**src/rtl/prot_cmd_pkg.sv**
```systemverilog
package prot_cmd_pkg;

  localparam logic [3:0] TYPE_MEM  = 4'b1010;
  localparam logic [3:0] TYPE_CMD  = 4'b0110;
  localparam logic [3:0] TYPE_TEMP = 4'b0011;

  localparam logic [2:0] CODE_CLEAR = 3'b011;
  localparam logic [2:0] CODE_PG0   = 3'b110;

  typedef enum logic [2:0] {
    ST_IDLE,
    ST_SEL,
    ST_MADDR,
    ST_MDATA,
    ST_MREAD,
    ST_SKIP
  } seqState_t;

  typedef struct packed {
    logic       loadPtr;
    logic       rowStep;
    logic       rdIssue;
    logic       bufPush;
    logic       bufClear;
    logic       commit;
    logic       protSet;
    logic [1:0] protIdx;
    logic       protClr;
    logic       pageSet;
    logic       pageVal;
    logic [7:0] data;
  } ctrlStrobe_t;

  // Non-binary block code in select bits 3:1: {valid, index}
  function automatic logic [2:0] blkDecode(input logic [2:0] code);
    case (code)
      3'b001:  blkDecode = 3'b100;
      3'b100:  blkDecode = 3'b101;
      3'b101:  blkDecode = 3'b110;
      3'b000:  blkDecode = 3'b111;
      default: blkDecode = 3'b000;
    endcase
  endfunction

endpackage

```
**src/rtl/prot_cmd_ctrl.sv**
```systemverilog
module prot_cmd_ctrl
  import prot_cmd_pkg::*;
(
  input  logic        clk,
  input  logic        rst_n,
  input  logic        startEvt,
  input  logic        stopEvt,
  input  logic        rxValid,
  input  logic [7:0]  rxByte,
  input  logic        mstAckValid,
  input  logic        mstAck,
  input  logic [2:0]  addrPins,
  input  logic        hvPresent,
  input  logic [3:0]  protBits,
  input  logic        curPage,
  input  logic        targetProt,
  input  logic        bufFull,
  input  logic        bufEmpty,
  input  logic        busy,
  output logic        ackValid,
  output logic        ackOut,
  output logic        tsSelect,
  output ctrlStrobe_t stb
);

  seqState_t state, nextState;
  logic lastAcked, lastAckNext;
  logic ackNext, ackValNext, tsNext;

  logic [3:0] devType;
  logic [2:0] selAddr;
  logic       rwFlag;
  logic [2:0] blk;
  logic       addrMatch;

  assign devType   = rxByte[7:4];
  assign selAddr   = rxByte[3:1];
  assign rwFlag    = rxByte[0];
  assign blk       = blkDecode(selAddr);
  assign addrMatch = (selAddr == addrPins);

  always_comb begin
    stb         = '0;
    stb.data    = rxByte;
    nextState   = state;
    ackNext     = 1'b0;
    ackValNext  = 1'b0;
    tsNext      = 1'b0;
    lastAckNext = lastAcked;
    if (startEvt) begin
      nextState    = ST_SEL;
      stb.bufClear = 1'b1;
      lastAckNext  = 1'b0;
    end else if (stopEvt) begin
      if (state == ST_MDATA && lastAcked && !bufEmpty) stb.commit = 1'b1;
      else stb.bufClear = 1'b1;
      nextState   = ST_IDLE;
      lastAckNext = 1'b0;
    end else if (rxValid) begin
      case (state)
        ST_SEL: begin
          ackValNext = 1'b1;
          nextState  = ST_SKIP;
          case (devType)
            TYPE_MEM: begin
              if (addrMatch && !busy) begin
                ackNext = 1'b1;
                if (rwFlag) begin
                  stb.rdIssue = 1'b1;
                  nextState   = ST_MREAD;
                end else begin
                  nextState = ST_MADDR;
                end
              end
            end
            TYPE_TEMP: begin
              if (addrMatch && !hvPresent) begin
                ackNext = 1'b1;
                tsNext  = 1'b1;
              end
            end
            TYPE_CMD: begin
              if (!rwFlag) begin
                if (blk[2]) begin
                  if (hvPresent) begin
                    ackNext     = 1'b1;
                    stb.protSet = 1'b1;
                    stb.protIdx = blk[1:0];
                  end
                end else if (selAddr == CODE_CLEAR) begin
                  if (hvPresent) begin
                    ackNext     = 1'b1;
                    stb.protClr = 1'b1;
                  end
                end else if (selAddr[2:1] == CODE_PG0[2:1]) begin
                  ackNext     = 1'b1;
                  stb.pageSet = 1'b1;
                  stb.pageVal = selAddr[0];
                end
              end else begin
                if (blk[2]) ackNext = !protBits[blk[1:0]];
                else if (selAddr == CODE_PG0) ackNext = !curPage;
              end
            end
            default: ;
          endcase
        end
        ST_MADDR: begin
          ackValNext  = 1'b1;
          ackNext     = 1'b1;
          stb.loadPtr = 1'b1;
          nextState   = ST_MDATA;
        end
        ST_MDATA: begin
          ackValNext = 1'b1;
          if (!targetProt && !bufFull) begin
            ackNext     = 1'b1;
            stb.bufPush = 1'b1;
            stb.rowStep = 1'b1;
            lastAckNext = 1'b1;
          end else begin
            lastAckNext = 1'b0;
          end
        end
        default: ;
      endcase
    end else if (mstAckValid && state == ST_MREAD) begin
      if (mstAck) stb.rdIssue = 1'b1;
      else nextState = ST_IDLE;
    end
  end

  always_ff @(posedge clk) begin
    if (!rst_n) begin
      state     <= ST_IDLE;
      lastAcked <= 1'b0;
      ackValid  <= 1'b0;
      ackOut    <= 1'b0;
      tsSelect  <= 1'b0;
    end else begin
      state     <= nextState;
      lastAcked <= lastAckNext;
      ackValid  <= ackValNext;
      ackOut    <= ackNext;
      tsSelect  <= tsNext;
    end
  end

endmodule

```
**src/rtl/prot_cmd_dpath.sv**
```systemverilog
module prot_cmd_dpath
  import prot_cmd_pkg::*;
#(
  parameter int BUF_DEPTH = 16,
  parameter logic [3:0] PROT_INIT = 4'b0000
) (
  input  logic        clk,
  input  logic        rst_n,
  input  ctrlStrobe_t stb,
  input  logic        writeDone,
  output logic [3:0]  protBits,
  output logic        curPage,
  output logic        targetProt,
  output logic        bufFull,
  output logic        bufEmpty,
  output logic        busy,
  output logic        rdReq,
  output logic [8:0]  rdAddr,
  output logic        memWe,
  output logic [8:0]  memAddr,
  output logic [7:0]  memWdata
);

  localparam int ROW_W = $clog2(BUF_DEPTH);
  localparam int CNT_W = $clog2(BUF_DEPTH + 1);

  logic [7:0]       ptr;
  logic [7:0]       bufData [BUF_DEPTH];
  logic [CNT_W-1:0] bufCount;
  logic [8:0]       baseAddr;
  logic             draining, waiting;
  logic [ROW_W-1:0] drainIdx;
  logic [CNT_W-1:0] drainCnt;
  logic [ROW_W-1:0] lastIdx;

  assign targetProt = protBits[{curPage, ptr[7]}];
  assign bufFull    = (bufCount == CNT_W'(BUF_DEPTH));
  assign bufEmpty   = (bufCount == '0);
  assign busy       = draining | waiting;
  assign lastIdx    = ROW_W'(drainCnt - CNT_W'(1));

  // Page, protection and address pointer
  always_ff @(posedge clk) begin
    if (!rst_n) begin
      protBits <= PROT_INIT;
      curPage  <= 1'b0;
      ptr      <= '0;
      rdReq    <= 1'b0;
      rdAddr   <= '0;
    end else begin
      if (stb.protClr) protBits <= '0;
      else if (stb.protSet) protBits[stb.protIdx] <= 1'b1;
      if (stb.pageSet) curPage <= stb.pageVal;
      rdReq <= stb.rdIssue;
      if (stb.loadPtr) begin
        ptr <= stb.data;
      end else if (stb.rowStep) begin
        ptr <= {ptr[7:ROW_W], ROW_W'(ptr[ROW_W-1:0] + 1'b1)};
      end else if (stb.rdIssue) begin
        rdAddr <= {curPage, ptr};
        ptr    <= ptr + 8'd1;
      end
    end
  end

  // Row buffer fill
  always_ff @(posedge clk) begin
    if (!rst_n) begin
      bufCount <= '0;
      baseAddr <= '0;
    end else if (stb.commit || stb.bufClear) begin
      bufCount <= '0;
    end else if (stb.bufPush) begin
      if (bufEmpty) baseAddr <= {curPage, ptr};
      bufCount <= bufCount + CNT_W'(1);
    end
  end

  always_ff @(posedge clk) begin
    if (stb.bufPush && !bufFull) bufData[bufCount[ROW_W-1:0]] <= stb.data;
  end

  // Drain burst and busy window
  always_ff @(posedge clk) begin
    if (!rst_n) begin
      draining <= 1'b0;
      waiting  <= 1'b0;
      drainIdx <= '0;
      drainCnt <= '0;
      memWe    <= 1'b0;
      memAddr  <= '0;
      memWdata <= '0;
    end else begin
      memWe <= 1'b0;
      if (stb.commit && !busy) begin
        draining <= 1'b1;
        drainIdx <= '0;
        drainCnt <= bufCount;
      end else if (draining) begin
        memWe    <= 1'b1;
        memAddr  <= {baseAddr[8:ROW_W], ROW_W'(baseAddr[ROW_W-1:0] + drainIdx)};
        memWdata <= bufData[drainIdx];
        drainIdx <= drainIdx + ROW_W'(1);
        if (drainIdx == lastIdx) begin
          draining <= 1'b0;
          waiting  <= 1'b1;
        end
      end else if (waiting && writeDone) begin
        waiting <= 1'b0;
      end
    end
  end

endmodule

```
**src/rtl/prot_cmd_decoder.sv**
```systemverilog
module prot_cmd_decoder
  import prot_cmd_pkg::*;
#(
  parameter int BUF_DEPTH = 16,
  parameter logic [3:0] PROT_INIT = 4'b0000
) (
  input  logic       clk,
  input  logic       rst_n,
  input  logic       startEvt,
  input  logic       stopEvt,
  input  logic       rxValid,
  input  logic [7:0] rxByte,
  input  logic       mstAckValid,
  input  logic       mstAck,
  input  logic [2:0] addrPins,
  input  logic       hvPresent,
  input  logic       writeDone,
  output logic       ackValid,
  output logic       ackOut,
  output logic       tsSelect,
  output logic       rdReq,
  output logic [8:0] rdAddr,
  output logic       memWe,
  output logic [8:0] memAddr,
  output logic [7:0] memWdata,
  output logic       wrBusy
);

  ctrlStrobe_t stb;
  logic [3:0]  protBits;
  logic        curPage, targetProt, bufFull, bufEmpty, busy;

  prot_cmd_ctrl u_ctrl (
    .clk        (clk),
    .rst_n      (rst_n),
    .startEvt   (startEvt),
    .stopEvt    (stopEvt),
    .rxValid    (rxValid),
    .rxByte     (rxByte),
    .mstAckValid(mstAckValid),
    .mstAck     (mstAck),
    .addrPins   (addrPins),
    .hvPresent  (hvPresent),
    .protBits   (protBits),
    .curPage    (curPage),
    .targetProt (targetProt),
    .bufFull    (bufFull),
    .bufEmpty   (bufEmpty),
    .busy       (busy),
    .ackValid   (ackValid),
    .ackOut     (ackOut),
    .tsSelect   (tsSelect),
    .stb        (stb)
  );

  prot_cmd_dpath #(
    .BUF_DEPTH(BUF_DEPTH),
    .PROT_INIT(PROT_INIT)
  ) u_dpath (
    .clk       (clk),
    .rst_n     (rst_n),
    .stb       (stb),
    .writeDone (writeDone),
    .protBits  (protBits),
    .curPage   (curPage),
    .targetProt(targetProt),
    .bufFull   (bufFull),
    .bufEmpty  (bufEmpty),
    .busy      (busy),
    .rdReq     (rdReq),
    .rdAddr    (rdAddr),
    .memWe     (memWe),
    .memAddr   (memAddr),
    .memWdata  (memWdata)
  );

  assign wrBusy = busy;

endmodule

```
**config.mk**
```make
export PLATFORM = sky130hd
export DESIGN_NAME = prot_cmd_decoder
export DESIGN_NICKNAME = d
export VERILOG_FILES = /design/src/rtl/prot_cmd_pkg.sv /design/src/rtl/prot_cmd_ctrl.sv /design/src/rtl/prot_cmd_dpath.sv /design/src/rtl/prot_cmd_decoder.sv
export SDC_FILE = /design/constraint.sdc
export NUM_CORES = 1
export LEC_CHECK = 0
export BUFFER_PORTS_ARGS = -buffer_cell sky130_fd_sc_hd__clkbuf_2
export CORE_UTILIZATION = 40
export CTS_CLUSTER_DIAMETER = 120
export DETAILED_ROUTE_END_ITERATION = 8
export PLACE_DENSITY = 0.59
export SYNTH_ARGS = -nofsm -noshare
export SYNTH_HDL_FRONTEND = slang
export SYNTH_SLANG_ARGS = --single-unit
```
**constraint.sdc**
```tcl
create_clock -name clk -period 3.1 [get_ports clk]
set_input_delay 0.465 -clock clk [delete_from_list [all_inputs] [get_ports clk]]
set_output_delay 0.465 -clock clk [all_outputs]
set_load 0.02 [all_outputs]
```
==> qor_table.md <==
| Item | Reported |
|---|---|
| Outcome | completed |
| Unrepaired setup endpoints after global routing | no |
| Number of hold buffers added after cts | 0 |
| Wire per inst | 20.8 µm |
| Final hold violation count | 0 |
| Xor-xnor portion of the synthesized cell area | 0.0240 |
| Leading post-synthesis cells by cell area | sky130_fd_sc_hd__edfxtp_1 46%, sky130_fd_sc_hd__dfxtp_1 17%, sky130_fd_sc_hd__mux4_2 11% |
| Post-synthesis instance area | 8400 µm² |
| Clock insertion delay at the later pin of the skew report | 0.44 ns |
| CTS Root Cell | sky130_fd_sc_hd__clkbuf_16 |
| Measured slew at the worst slew-check pin | 1.18 ns |
| Number of warnings issued by yosys | 0 |
| Detailed-route via count | 5147 |
| Slew headroom | 0.216 |
| Post-synthesis async set-or-reset flop share | 0 |
| Post-DRT Antenna Nets | 0 |
| Std cell rows | 52 |
| Die outline height | 147 µm |
| Fraction of synthesized cell area taken by the top area cell type | 0.457 |
| Required time of the worst setup path | 3.43 ns |
| Number of clock buffers inserted by TritonCTS | 17 |
| Std-Cell Core Area | 20400 µm² |
| Fraction of the core area covered by cells at the end of the flow | 0.478 |
| Number of port buffers | 51 |
| Initial core utilization | 0.411 |
| Final net count | 690 |
| Leakage | 3.35 nW |
| Detailed-route vias per instance | 5.46 |
| Clock tree skew after final layout | 0.0115 ns |
| Adder and majority cell fraction of the synthesized area | 0.0173 |
| H-tree depth | 4 |
| TritonCTS clock tree | yes |
| Worst-path fanout max | 11 |
| Average instance area after synthesis | 14.4 µm² |
| Share of the clock period used by the worst path after layout | 0.804 |
| Number of detailed-routing iterations run before antenna repair | 5 |
| Number of antenna violations at the first check in global routing | 0 |
| Number of synthesized register bits | 200 |
| Mux share of post-synthesis cell area | 0.159 |
| Power per cell area | 536 nW/µm² |
| Area growth, synth to finish | 16.3% |
| Kind of end point of the critical path | register |
| CTS-repair resized insts | 0 |
| Global router's overall resource usage | 0.191 |
| Final weighted congestion in routability-driven placement | 0.864 |
| I/O Pins | 52 |
| Maximum operating frequency | 401 MHz |
| Worst Setup Path Type | register to register |
| Final setup TNS | 0 ns |
| Sequential-to-total area share from yosys stat | 0.629 |
| Number of max-slew violations in the final report | 0 |
| Post-synthesis simple-gate area fraction | 0.0990 |
| Final Total Pwr | 5.24 mW |
| Ratio of cells with drive above 1 in the final layout | 0.254 |
| Largest family of logic cells by synthesized area | multiplexers |
| Final setup viols | 0 |
| Time the worst path needs with I/O delays and setup | 2.49 ns |
| Total wirelength of the detailed-routed design | 19600 µm |
| Compound-gate portion of the synthesized area | 0.0462 |
| Net count after synthesis | 616 |
| Number of DRC markers in iteration 0 | 462 |
| Horizontal die dimension | 147 µm |
| Clk buf depth | 2 |
| Pin count of the biggest net entering global routing | 27 |
| CP startpoint kind | register |
| Number of flops mapped to enable cells by yosys | 128 |
| Post-route DRC | 0 |
| Total die area | 21600 µm² |
| Wire length of the first global-routing pass | 30300 µm |
| Vias in the first global route | 5187 |
| Maximum capacitance violations | 0 |
| HPWL Detailed | 13300 µm |
| Antenna fix cells | 0 |
| # Post-CTS Setup Buffers | 0 |
| Worst hold path type | input port to register |
| Cells after synthesis | 585 |
| Clock transition at the registers of the reported paths | 0.07 ns |
| Number of sinks driven by the clock tree | 200 |
| Main synth FF type | sky130_fd_sc_hd__edfxtp_1 |
| Max rail drop VDD | 0.260 mV |
| Total congestion overflow | 0 |
| Number of distinct standard cells referenced by the synthesized netlist | 60 |
| Arrival time reported for the critical path endpoint | 2.83 ns |
| Yosys top cell by area | sky130_fd_sc_hd__edfxtp_1 |
[worst max-delay path: stages (launching register included)]
cell	delay, ns
sky130_fd_sc_hd__dfxtp_1	0.49
sky130_fd_sc_hd__and4bb_2	0.32
sky130_fd_sc_hd__and4_1	0.21
sky130_fd_sc_hd__a21oi_1	0.92
sky130_fd_sc_hd__nor3_1	0.11
sky130_fd_sc_hd__o31a_1	0.33
[stage by stage]
step,hold WS (ns),worst slack [ns],instance area (µm²),cells
floorplan,0.441,0.531,8400,585
global placement,0.473,0.546,9170,910
detailed placement,0.475,0.530,9170,910
CTS,0.304,0.641,9770,942
global route,0.337,0.433,9770,942
finish,0.317,0.606,9770,942
[synthesized netlist by cell type, types with 8 or more instances]
cell type	number
sky130_fd_sc_hd__mux2i_1	39
sky130_fd_sc_hd__nand2_1	19
sky130_fd_sc_hd__dfxtp_1	72
sky130_fd_sc_hd__nand2b_1	9
sky130_fd_sc_hd__nor3_1	10
sky130_fd_sc_hd__ha_1	10
sky130_fd_sc_hd__xnor2_1	16
sky130_fd_sc_hd__inv_1	16
sky130_fd_sc_hd__edfxtp_1	128
sky130_fd_sc_hd__buf_2	9
sky130_fd_sc_hd__nor2_1	71
sky130_fd_sc_hd__clkbuf_1	17
sky130_fd_sc_hd__o21ai_0	8
sky130_fd_sc_hd__mux4_2	42
sky130_fd_sc_hd__a21oi_1	16
sky130_fd_sc_hd__nand3_1	12
[power breakdown]
part | switching, mW | internal, mW
combinational | 0.0877 | 0.0334
sequential | 0.00314 | 2.83
clock | 1.06 | 1.23
total | 1.15 | 4.09
[final cells by class]
class	count	area, µm²
Fill cell	1756	10700
Sequential cell	200	5290
Multi-Input combinational cell	334	2910
Timing Repair Buffer	90	573
Clock buffer	18	429
Tap cell	270	338
Clock inverter	14	179
Inverter	16	60.1
[per-layer routing]
| metal | global-route usage | routed length (µm) | vias up |
|---|---|---|---|
| li1 | - | - | 2369 |
| met1 | 0.258 | 9030 | 2616 |
| met2 | 0.311 | 9410 | 139 |
| met3 | 0.0351 | 759 | 23 |
| met4 | 0.0655 | 357 | 0 |
| met5 | 0 | 0 | - |
[registers in the layout, summed over array words and instances, names as in the netlist, 3 cells and up]
| name | cells |
|---|---|
| u_dpath.bufData | 128 |
| u_dpath.baseAddr | 9 |
| u_dpath.memAddr | 9 |
| u_dpath.rdAddr | 9 |
| u_dpath.memWdata | 8 |
| u_dpath.ptr | 8 |
| u_dpath.bufCount | 5 |
| u_dpath.drainCnt | 4 |
| u_dpath.drainIdx | 4 |
| u_dpath.protBits | 4 |
| u_ctrl.state | 3 |
[cell usage in the layout (no fill, tap or decap), drive strengths merged, types with 4 or more instances in the layout]
master / instances
nor3: 10
nand2: 19
o221ai: 4
nand2b: 9
xor2: 7
nand4: 6
xnor2: 16
mux2i: 39
nor4: 6
nor2: 72
inv: 24
buf: 39
ha: 10
edfxtp: 128
nand3: 12
o21ai: 8
a21oi: 16
mux4: 42
and3: 5
clkbuf: 69
dfxtp: 72
[final timing paths]
path / cells after the start / endpoint / slack [ns] / start
max reg2reg: 5 / u_dpath.ptr[6]$_SDFFE_PN0P_ / 0.61 / u_ctrl.state[1]$_SDFFE_PP0P_
min reg2reg: 2 / u_dpath.protBits[0]$_SDFFE_PP0P_ / 0.49 / u_dpath.protBits[0]$_SDFFE_PP0P_
max: 5 / u_dpath.ptr[6]$_SDFFE_PN0P_ / 0.61 / u_ctrl.state[1]$_SDFFE_PP0P_
min: 3 / u_dpath.waiting$_SDFFE_PN0P_ / 0.32 / writeDone
[cell families (layout without fill, tap and decap cells)]
kind of cell	count (synthesis)	in the layout
flip-flops	200	200
AND/OR/NAND/NOR	163	163
multiplexers	81	81
AO/OA/AOI/OAI	56	56
buffers and inverters	51	138
XOR/XNOR	23	23
adder cells (fa/ha/maj)	11	11
(Power assumes the default switching activity.)
